==> config.mk <==
export PLATFORM = sky130hd
export DESIGN_NAME = alu_shared
export DESIGN_NICKNAME = d
export VERILOG_FILES = /design/src/rtl/alu_shared_pkg.sv /design/src/rtl/alu_op_decode.sv /design/src/rtl/alu_carry_chain.sv /design/src/rtl/alu_out_select.sv /design/src/rtl/alu_shared.sv
export SDC_FILE = /design/constraint.sdc
export NUM_CORES = 1
export LEC_CHECK = 0
export BUFFER_PORTS_ARGS = -buffer_cell sky130_fd_sc_hd__buf_2
export CORE_MARGIN = 4
export CORE_UTILIZATION = 62
export DETAILED_ROUTE_END_ITERATION = 16
export PLACE_DENSITY = 0.91
export SLEW_MARGIN = 20
export SYNTH_ARGS = -nofsm -noshare
export SYNTH_HDL_FRONTEND = slang
export SYNTH_SLANG_ARGS = --single-unit
==> constraint.sdc <==
create_clock -name vclk -period 47.6
set_input_delay 9.52 -clock vclk [all_inputs]
set_output_delay 9.52 -clock vclk [all_outputs]
set_load 0.01 [all_outputs]
==> src/rtl/alu_shared_pkg.sv <==
package alu_shared_pkg;
  localparam int OP_W  = 4;
  localparam int N_OPS = 1 << OP_W;

  localparam logic [OP_W-1:0] OP_ADD   = 4'd0;
  localparam logic [OP_W-1:0] OP_SUB   = 4'd1;
  localparam logic [OP_W-1:0] OP_NEG   = 4'd2;
  localparam logic [OP_W-1:0] OP_NOT   = 4'd3;
  localparam logic [OP_W-1:0] OP_INC   = 4'd4;
  localparam logic [OP_W-1:0] OP_DEC   = 4'd5;
  localparam logic [OP_W-1:0] OP_SHL   = 4'd6;
  localparam logic [OP_W-1:0] OP_AND   = 4'd7;
  localparam logic [OP_W-1:0] OP_OR    = 4'd8;
  localparam logic [OP_W-1:0] OP_XOR   = 4'd9;
  localparam logic [OP_W-1:0] OP_PASSA = 4'd10;
  localparam logic [OP_W-1:0] OP_PASSB = 4'd11;

  // source of the adder's first input
  typedef enum logic [1:0] {XS_A, XS_NA, XS_ZERO} xsel_e;
  // source of the adder's second input
  typedef enum logic [2:0] {YS_B, YS_NB, YS_ZERO, YS_ONES, YS_A} ysel_e;

  typedef struct packed {
    xsel_e xs;
    ysel_e ys;
    logic  cin;
    logic  kill;
  } adder_ctl_t;
endpackage

==> src/rtl/alu_op_decode.sv <==
module alu_op_decode
  import alu_shared_pkg::*;
(
  input  logic [OP_W-1:0] op,
  output adder_ctl_t      ctl
);
  always_comb begin
    // unassigned codes: both inputs zero, chain cut -> zero result, no flags
    ctl.xs   = XS_ZERO;
    ctl.ys   = YS_ZERO;
    ctl.cin  = 1'b0;
    ctl.kill = 1'b1;
    unique case (op)
      OP_ADD:   begin ctl.xs = XS_A;    ctl.ys = YS_B;    ctl.kill = 1'b0; end
      OP_SUB:   begin ctl.xs = XS_A;    ctl.ys = YS_NB;   ctl.kill = 1'b0; ctl.cin = 1'b1; end
      OP_NEG:   begin ctl.xs = XS_NA;   ctl.ys = YS_ZERO; ctl.kill = 1'b0; ctl.cin = 1'b1; end
      OP_NOT:   begin ctl.xs = XS_NA;   ctl.ys = YS_ZERO; ctl.kill = 1'b1; end
      OP_INC:   begin ctl.xs = XS_A;    ctl.ys = YS_ZERO; ctl.kill = 1'b0; ctl.cin = 1'b1; end
      OP_DEC:   begin ctl.xs = XS_A;    ctl.ys = YS_ONES; ctl.kill = 1'b0; end
      OP_SHL:   begin ctl.xs = XS_A;    ctl.ys = YS_A;    ctl.kill = 1'b0; end
      OP_AND,
      OP_OR,
      OP_XOR:   begin ctl.xs = XS_A;    ctl.ys = YS_B;    ctl.kill = 1'b1; end
      OP_PASSA: begin ctl.xs = XS_A;    ctl.ys = YS_ZERO; ctl.kill = 1'b1; end
      OP_PASSB: begin ctl.xs = XS_ZERO; ctl.ys = YS_B;    ctl.kill = 1'b1; end
      default:  ;
    endcase
  end
endmodule

==> src/rtl/alu_carry_chain.sv <==
module alu_carry_chain
  import alu_shared_pkg::*;
#(
  parameter int W = 16
) (
  input  logic [W-1:0] a,
  input  logic [W-1:0] b,
  input  adder_ctl_t   ctl,
  output logic [W-1:0] sum,
  output logic [W-1:0] gen,
  output logic [W-1:0] prp,
  output logic         cout,
  output logic         ovf
);
  logic [W-1:0] x_in;
  logic [W-1:0] y_in;

  always_comb begin
    unique case (ctl.xs)
      XS_A:    x_in = a;
      XS_NA:   x_in = ~a;
      default: x_in = '0;
    endcase
    unique case (ctl.ys)
      YS_B:    y_in = b;
      YS_NB:   y_in = ~b;
      YS_ONES: y_in = '1;
      YS_A:    y_in = a;
      default: y_in = '0;
    endcase
  end

  for (genvar i = 0; i < W; i++) begin : g_bit
    assign gen[i] = x_in[i] & y_in[i];
    assign prp[i] = x_in[i] ^ y_in[i];
  end

  always_comb begin
    logic c;
    c = ctl.cin & ~ctl.kill;
    for (int i = 0; i < W; i++) begin
      sum[i] = prp[i] ^ c;
      c      = ~ctl.kill & (gen[i] | (prp[i] & c));
    end
    cout = c;
  end

  assign ovf = ~ctl.kill & (x_in[W-1] == y_in[W-1]) & (sum[W-1] != x_in[W-1]);
endmodule

==> src/rtl/alu_out_select.sv <==
module alu_out_select
  import alu_shared_pkg::*;
#(
  parameter int W = 16
) (
  input  logic [OP_W-1:0] op,
  input  logic [W-1:0]    sum,
  input  logic [W-1:0]    gen,
  input  logic [W-1:0]    prp,
  output logic [W-1:0]    res
);
  logic [W-1:0] cand [N_OPS];

  for (genvar k = 0; k < N_OPS; k++) begin : g_cand
    if (k == int'(OP_AND)) begin : g_and
      assign cand[k] = gen;
    end else if (k == int'(OP_OR)) begin : g_or
      assign cand[k] = gen | prp;
    end else if (k <= int'(OP_PASSB)) begin : g_sum
      assign cand[k] = sum;
    end else begin : g_zero
      assign cand[k] = '0;
    end
  end

  assign res = cand[op];
endmodule

==> src/rtl/alu_shared.sv <==
module alu_shared
  import alu_shared_pkg::*;
#(
  parameter int WIDTH = 16
) (
  input  logic [OP_W-1:0]  op_sel,
  input  logic [WIDTH-1:0] opnd_a,
  input  logic [WIDTH-1:0] opnd_b,
  output logic [WIDTH-1:0] result,
  output logic             flag_carry,
  output logic             flag_zero,
  output logic             flag_ovf
);
  adder_ctl_t       ctl;
  logic [WIDTH-1:0] sum;
  logic [WIDTH-1:0] gen;
  logic [WIDTH-1:0] prp;

  alu_op_decode u_dec (
    .op  (op_sel),
    .ctl (ctl)
  );

  alu_carry_chain #(.W(WIDTH)) u_add (
    .a    (opnd_a),
    .b    (opnd_b),
    .ctl  (ctl),
    .sum  (sum),
    .gen  (gen),
    .prp  (prp),
    .cout (flag_carry),
    .ovf  (flag_ovf)
  );

  alu_out_select #(.W(WIDTH)) u_sel (
    .op  (op_sel),
    .sum (sum),
    .gen (gen),
    .prp (prp),
    .res (result)
  );

  assign flag_zero = ~|result;
endmodule

======== Yosys cells after proc, flatten, opt, wreduce, memory -nomap -nowiden ========
Cells that the tools add are included.
storage, ports and cells
  register bits after elaboration ......... 0
  bits in latches ......................... 0
  RAM bits ................................ 0
  bits in read-only memories .............. 0
  bits of input ports ..................... 36
  output and inout port bits .............. 19
  logic and storage cells ................. 138
  memories ................................ 0
operators by class
  add/subtract/negate cells ............... 0
  multipliers ............................. 0
  divide/modulo/power cells ............... 0
  magnitude comparators ................... 1
  equality and inequality tests ........... 17
  shifts and indexed selects .............. 0
  mux-type cells .......................... 7
  bitwise logic cells ..................... 103
  reductions and logical operators ........ 10
operators by type and width
  kind                                                      number
  binary-select mux 16 bit (select 4 bit)                   1
  case mux 16 bit (4 select lines)                          1
  AND 1 bit                                                 51
  case mux 5 bit (7 select lines)                           1
  2-to-1 mux 16 bit                                         2
  NOT 16 bit                                                2
  case mux 16 bit (2 select lines)                          1
  XOR 1 bit                                                 32
  equality test 4 x 3 -> 1 bit, second input constant       4
  equality test 4 bit, second input constant                4
  bitwise OR 1 bit                                          16
  bitwise OR 16 bit                                         1
  OR reduction 16 bit                                       1
  equality test 4 x 2 -> 1 bit, second input constant       2
  OR reduction 6 bit                                        1
  greater-or-equal comparator 5 bit, second input constant  1
  NOT 4 -> 5 bit                                            1
  equality test 4 x 1 -> 1 bit, second input constant       1
  zero test 4 bit                                           1
  OR reduction 2 bit                                        2
  OR reduction 4 bit                                        1
  equality test 3 x 1 -> 1 bit, second input constant       1
  equality test 3 x 2 -> 1 bit, second input constant       1
  equality test 3 bit, second input constant                1
  8 further kinds                                           8

======== Longest topological paths before layout ========
  depth after elaboration ................. 57
  mapped depth ............................ 41
  mapped depth without buffers ............ 39

======== By module ========
A second synthesis with hierarchy kept.
second synthesis, totals
  cell total of the unflattened synthesis .. 285
  area, all modules ....................... 2326.0 µm²
modules (own cells, without submodules)
  module           times used  cells an instance  area an instance (µm²)  sequential area each (µm²)
  alu_carry_chain  1           190                1650.3                  0.0
  alu_out_select   1           76                 556.8                   0.0
  alu_op_decode    1           14                 85.1                    0.0
  alu_shared       1           5                  33.8                    0.0

======== Least setup slack after synthesis ========
OpenSTA, ideal clock, no wires.
  path type ............................... input port to output port
  from .................................... input port op_sel[1]
  to ...................................... output port flag_ovf
  arrival ................................. 19.703 ns
  data required time ...................... 38.080 ns
  setup slack ............................. 18.377 ns
  stages .................................. 38
  path buffers ............................ 2
  path through ............................ buf_6 > or2_4 > a21oi_1 > clkbuf_1 > a21oi_1 > fa_1 > nand2b_1 > fa_1 > nand2b_1 > fa_1 > nand2b_1 > fa_1 > nand2b_1 > fa_1 > nand2b_1 > fa_1 > nand2b_1 > fa_1 > (+2 left out) > nand2b_1 > fa_1 > nand2b_1 > fa_1 > nand2b_1 > fa_1 > nand2b_1 > fa_1 > nand2b_1 > fa_1 > nand2b_1 > fa_1 > nor2_1 > fa_1 > nand2_1 > fa_1 > or3_1 > a211oi_1
on the way
  word-level cells in the longest chain between the ends .. 54
  elaborated cells on any way between the ends .. 109
  those cells by class .................... eq/ne: 17; mux: 4; bitwise: 80; reduce/logical: 8
ends and longest elaborated chain
  element                                                                                      line                                          RTL
  from (decl)                                                                                  alu_shared.sv:6                               input logic [OP_W-1:0] op_sel,
  equality test 4 x 3 -> 1 bit, or another cell as far along                                   alu_op_decode.sv:13                           unique case (op)
  OR reduction 4 bit (no line) / OR reduction 2 bit (equally long branches)                    -
  case mux 5 bit (7 select lines)                                                              alu_op_decode.sv:13
  equality test 3 bit, or another cell as far along                                            alu_carry_chain.sv:24                         unique case (ctl.ys)
  case mux 16 bit (4 select lines) / case mux 16 bit (2 select lines) (equally long branches)  alu_carry_chain.sv:24, alu_carry_chain.sv:19
  XOR 1 bit                                                                                    alu_carry_chain.sv:35                         assign prp[i] = x_in[i] ^ y_in[i];
  AND 1 bit                                                                                    alu_carry_chain.sv:43                         c = ~ctl.kill & (gen[i] | (prp[i] & c));
  bitwise OR 1 bit                                                                             alu_carry_chain.sv:43
  (+36 left out)                                                                               -
  AND 1 bit (2 in a row)                                                                       alu_carry_chain.sv:43
  bitwise OR 1 bit                                                                             alu_carry_chain.sv:43
  AND 1 bit (2 in a row)                                                                       alu_carry_chain.sv:43
  bitwise OR 1 bit                                                                             alu_carry_chain.sv:43
  AND 1 bit                                                                                    alu_carry_chain.sv:43
  XOR 1 bit                                                                                    alu_carry_chain.sv:42                         sum[i] = prp[i] ^ c;
  != test 1 bit                                                                                alu_carry_chain.sv:48                         assign ovf = ~ctl.kill & (x_in[W-1] == y_in[W-1]) & (sum[W-1] != x_in[W-1]);
  AND 1 bit *                                                                                  alu_carry_chain.sv:48
  to (decl)                                                                                    alu_shared.sv:12                              output logic flag_ovf
Every way passes the cells marked *; elsewhere a longest branch is shown, timed or not.

======== Final worst setup path ========
  from .................................... input port op_sel[0]
  to ...................................... output port flag_zero
on the way
  word-level cells in the longest chain between the ends .. 57
  elaborated cells on any way between the ends .. 128
  those cells by class .................... eq/ne: 15; mux: 7; bitwise: 96; reduce/logical: 10
ends and longest elaborated chain
  element                                                                                      line                                          RTL
  equality test 4 x 3 -> 1 bit, or another cell as far along                                   alu_op_decode.sv:13
  OR reduction 4 bit (no line) / OR reduction 2 bit (equally long branches)                    -
  case mux 5 bit (7 select lines)                                                              alu_op_decode.sv:13
  equality test 3 bit, or another cell as far along                                            alu_carry_chain.sv:24
  case mux 16 bit (4 select lines) / case mux 16 bit (2 select lines) (equally long branches)  alu_carry_chain.sv:24, alu_carry_chain.sv:19
  XOR 1 bit                                                                                    alu_carry_chain.sv:35
  AND 1 bit                                                                                    alu_carry_chain.sv:43
  bitwise OR 1 bit                                                                             alu_carry_chain.sv:43
  (+39 left out)                                                                               -
  AND 1 bit (2 in a row)                                                                       alu_carry_chain.sv:43
  bitwise OR 1 bit                                                                             alu_carry_chain.sv:43
  AND 1 bit                                                                                    alu_carry_chain.sv:43
  XOR 1 bit                                                                                    alu_carry_chain.sv:42
  binary-select mux 16 bit (select 4 bit) *                                                    alu_out_select.sv:26                          assign res = cand[op];
  2-to-1 mux 16 bit (not written as such) * (2 in a row)                                       alu_out_select.sv:26
  OR reduction 16 bit *                                                                        alu_shared.sv:43                              assign flag_zero = ~|result;
  zero test 1 bit *                                                                            alu_shared.sv:43
  to (decl)                                                                                    alu_shared.sv:11                              output logic flag_zero,
Every way passes the cells marked *; elsewhere a longest branch is shown, timed or not. The select of a mux whose other input is x is not followed.

==> impl_metrics.toml <==
[setup_path]
worst_setup_path_start_kind = "input pin"
crit_type = "in -> out"
crit_path_most_repeated_cell = "sky130_fd_sc_hd__fa_1"
critical-path-top-delay-family = "adder cells"
critical_path_depth = 41
crit_start = "op_sel[0]"
critical-path-slowest-cell = "sky130_fd_sc_hd__fa_1"
crit_path_end = "flag_zero"
timing.critical_path.arrival_ps = 20820
endpoint_kind = "output pin"
critical_path_required_ps = 38080
critical_path_buffers_and_inverters = 2
max_stage_delay_ps = 570
path_max_fanout = 26

[timing]
worst_slew_pin_slew_ps = 720.8
slew_headroom = 0.5195
fin_setup_tns_ps = 0
achievable-frequency_ghz = 0.03296
timing.hold.ws_ps = 19540
report.final.hold_viol_count = 0
final_period_minus_worst_setup_slack_ps = 30340
fin_crit_sh = 0.6375
setup_slack_ps = 17260
grt_setup_unrepaired = "no"
timing_max_transition_violations_final = 0
finalSetupViolCount = 0

[grt]
grt_first_pass_wirelength_um = 10610
grt_antenna_before_repair = 0
overall_global_routing_resource_usage = 0.2882
grt_max_degree = 32
global_route.overflow_total = 0
vias_in_the_first_global_route = 2332

[floorplanning]
core_area_um2 = 3416
num_rows = 21
die_h_um = 68.31
die_width_um = 68.31
floorplan.initialDensity = 0.6601
io_pins = 55
fp.dieArea_um2 = 4666

[power]
vdd_ir_drop_max_uv = 6.586
power.density_nw_per_um2 = 11.69
leakage_power_summed_over_all_cells_nw = 1.161

[routing]
avgViaCountPerCell = 6.522
drtPass1Iterations = 5
via_count = 2563
drtIter0Drc = 173
drt_drc_violations_left = 0
totalWireLength_um = 6472
detail-route-antenna-nets = 0
routed_length_per_placed_instance_um = 16.47

[final_layout]
commonest_non_fill_non_tap_cells_in_the_layout = "sky130_fd_sc_hd__buf_2 (55), sky130_fd_sc_hd__nor2_1 (39), sky130_fd_sc_hd__a21oi_1 (35), sky130_fd_sc_hd__nand2_1 (34), sky130_fd_sc_hd__ha_1 (32)"
fin_nets = 433
n_clock_buffer = 0
share_of_layout_cells_above_drive_strength_1 = 0.1931
synthToLayoutAreaGrowth_pct = 10.38
instances_no_fill = 393
finish.utilization = 0.7286
antenna_cells = 0
layout_commonest_cell = "sky130_fd_sc_hd__buf_2"
regArea_um2 = 0
design.seq.count = 0

[place]
dpl_worst_slack_ps = 17130
gp_congestion = 0.9201
hpwlAfterDp_um = 4791
port_buffers = 55
placed_cells_incl_taps = 393

[synthesis]
postSynthNetCount = 400
syn-cell-area_um2 = 2255
synth_cell_type_count = 36
synthesis.yosys.warnings = 0
avgSynthCellArea_um2 = 7.135
synth_cells = 316
synth-seq-area-share = 0

[clock_tree]
cts_repair_resized_insts = 0
cts_hold_buf = 0
cts_setup_buffers = 0

[min_path]
hold_class = "in -> out"

[status]
run_status = "completed"

[flow_run]
drv.max_cap_violation_count = 0
## cell type report
type	instances	area, um2
inverter	2	7.507
multi-input combinational	287	2126
tap	46	57.56
fill	277	927.1
timing repair buffer	58	297.8
## metal layers
| layer | global-route usage | vias up | part of all wire |
|---|---|---|---|
| met5 | 0 | - | 0 |
| met4 | 0.04963 | 0 | 0.018 |
| met3 | 0.02135 | 16 | 0.069 |
| met2 | 0.4982 | 122 | 0.48 |
| met1 | 0.3952 | 1231 | 0.43 |
| li1 | - | 1194 | - |
## cells in the mapped netlist, drive strengths merged
cell,count,area (um2)
a211oi,1,7.510
a21o,17,127.6
a21oi,37,185.2
a22o,17,148.9
a311oi,2,17.52
a31oi,1,6.260
and3,1,6.260
and4,2,17.52
and4b,1,10.01
buf,12,72.57
clkbuf,15,56.30
fa,16,320.3
ha,32,400.4
inv,2,7.510
mux2,1,11.26
mux2i,1,10.01
nand2,34,127.6
nand2b,17,106.4
nand3,1,5.000
nand4,1,6.260
nor2,39,146.4
nor2b,2,12.51
nor3,5,25.02
nor4,2,12.51
o21a,16,120.1
o21ai,20,100.1
o221ai,14,141.4
o22ai,2,12.51
or2,4,27.53
or3,1,6.260
## stage by stage
step | area [um2] | power [W]
detailed placement | 2485 | 0.00002840
CTS | 2485 | 0.00002862
global route | 2489 | 0.00003218
finish | 2489 | 0.00002910
global placement | 2485 | 0.00002744
floorplan | 2255 | 0.00001965
## power breakdown
| group | internal [W] | switching (W) | total, W | leakage (nW) |
|---|---|---|---|---|
| clock network | 0 | 0 | 0 | 0 |
| logic | 0.0000121 | 0.0000170 | 0.0000291 | 1.16 |
| registers | 0 | 0 | 0 | 0 |
## worst min path at each step
stage | slack (ps) | cells after the start | to | startpoint
after floorplan | 19250 | 2 | flag_carry | op_sel[0]
after global placement | 19540 | 5 | flag_ovf | opnd_b[15]
after detailed placement | 19550 | 5 | flag_ovf | opnd_b[15]
after CTS | 19550 | 5 | flag_ovf | opnd_b[15]
after global routing | 19620 | 5 | flag_ovf | opnd_b[15]
final | 19540 | 5 | flag_ovf | opnd_b[15]
## logic make-up after synthesis
logic type / synth area share
buffers and inverters: 0.06049
and+or+nand+nor: 0.2259
AOI/OAI and AO/OA: 0.3846
adders and majority gates: 0.3196
muxes: 0.009434
(Power assumes the default switching activity.)
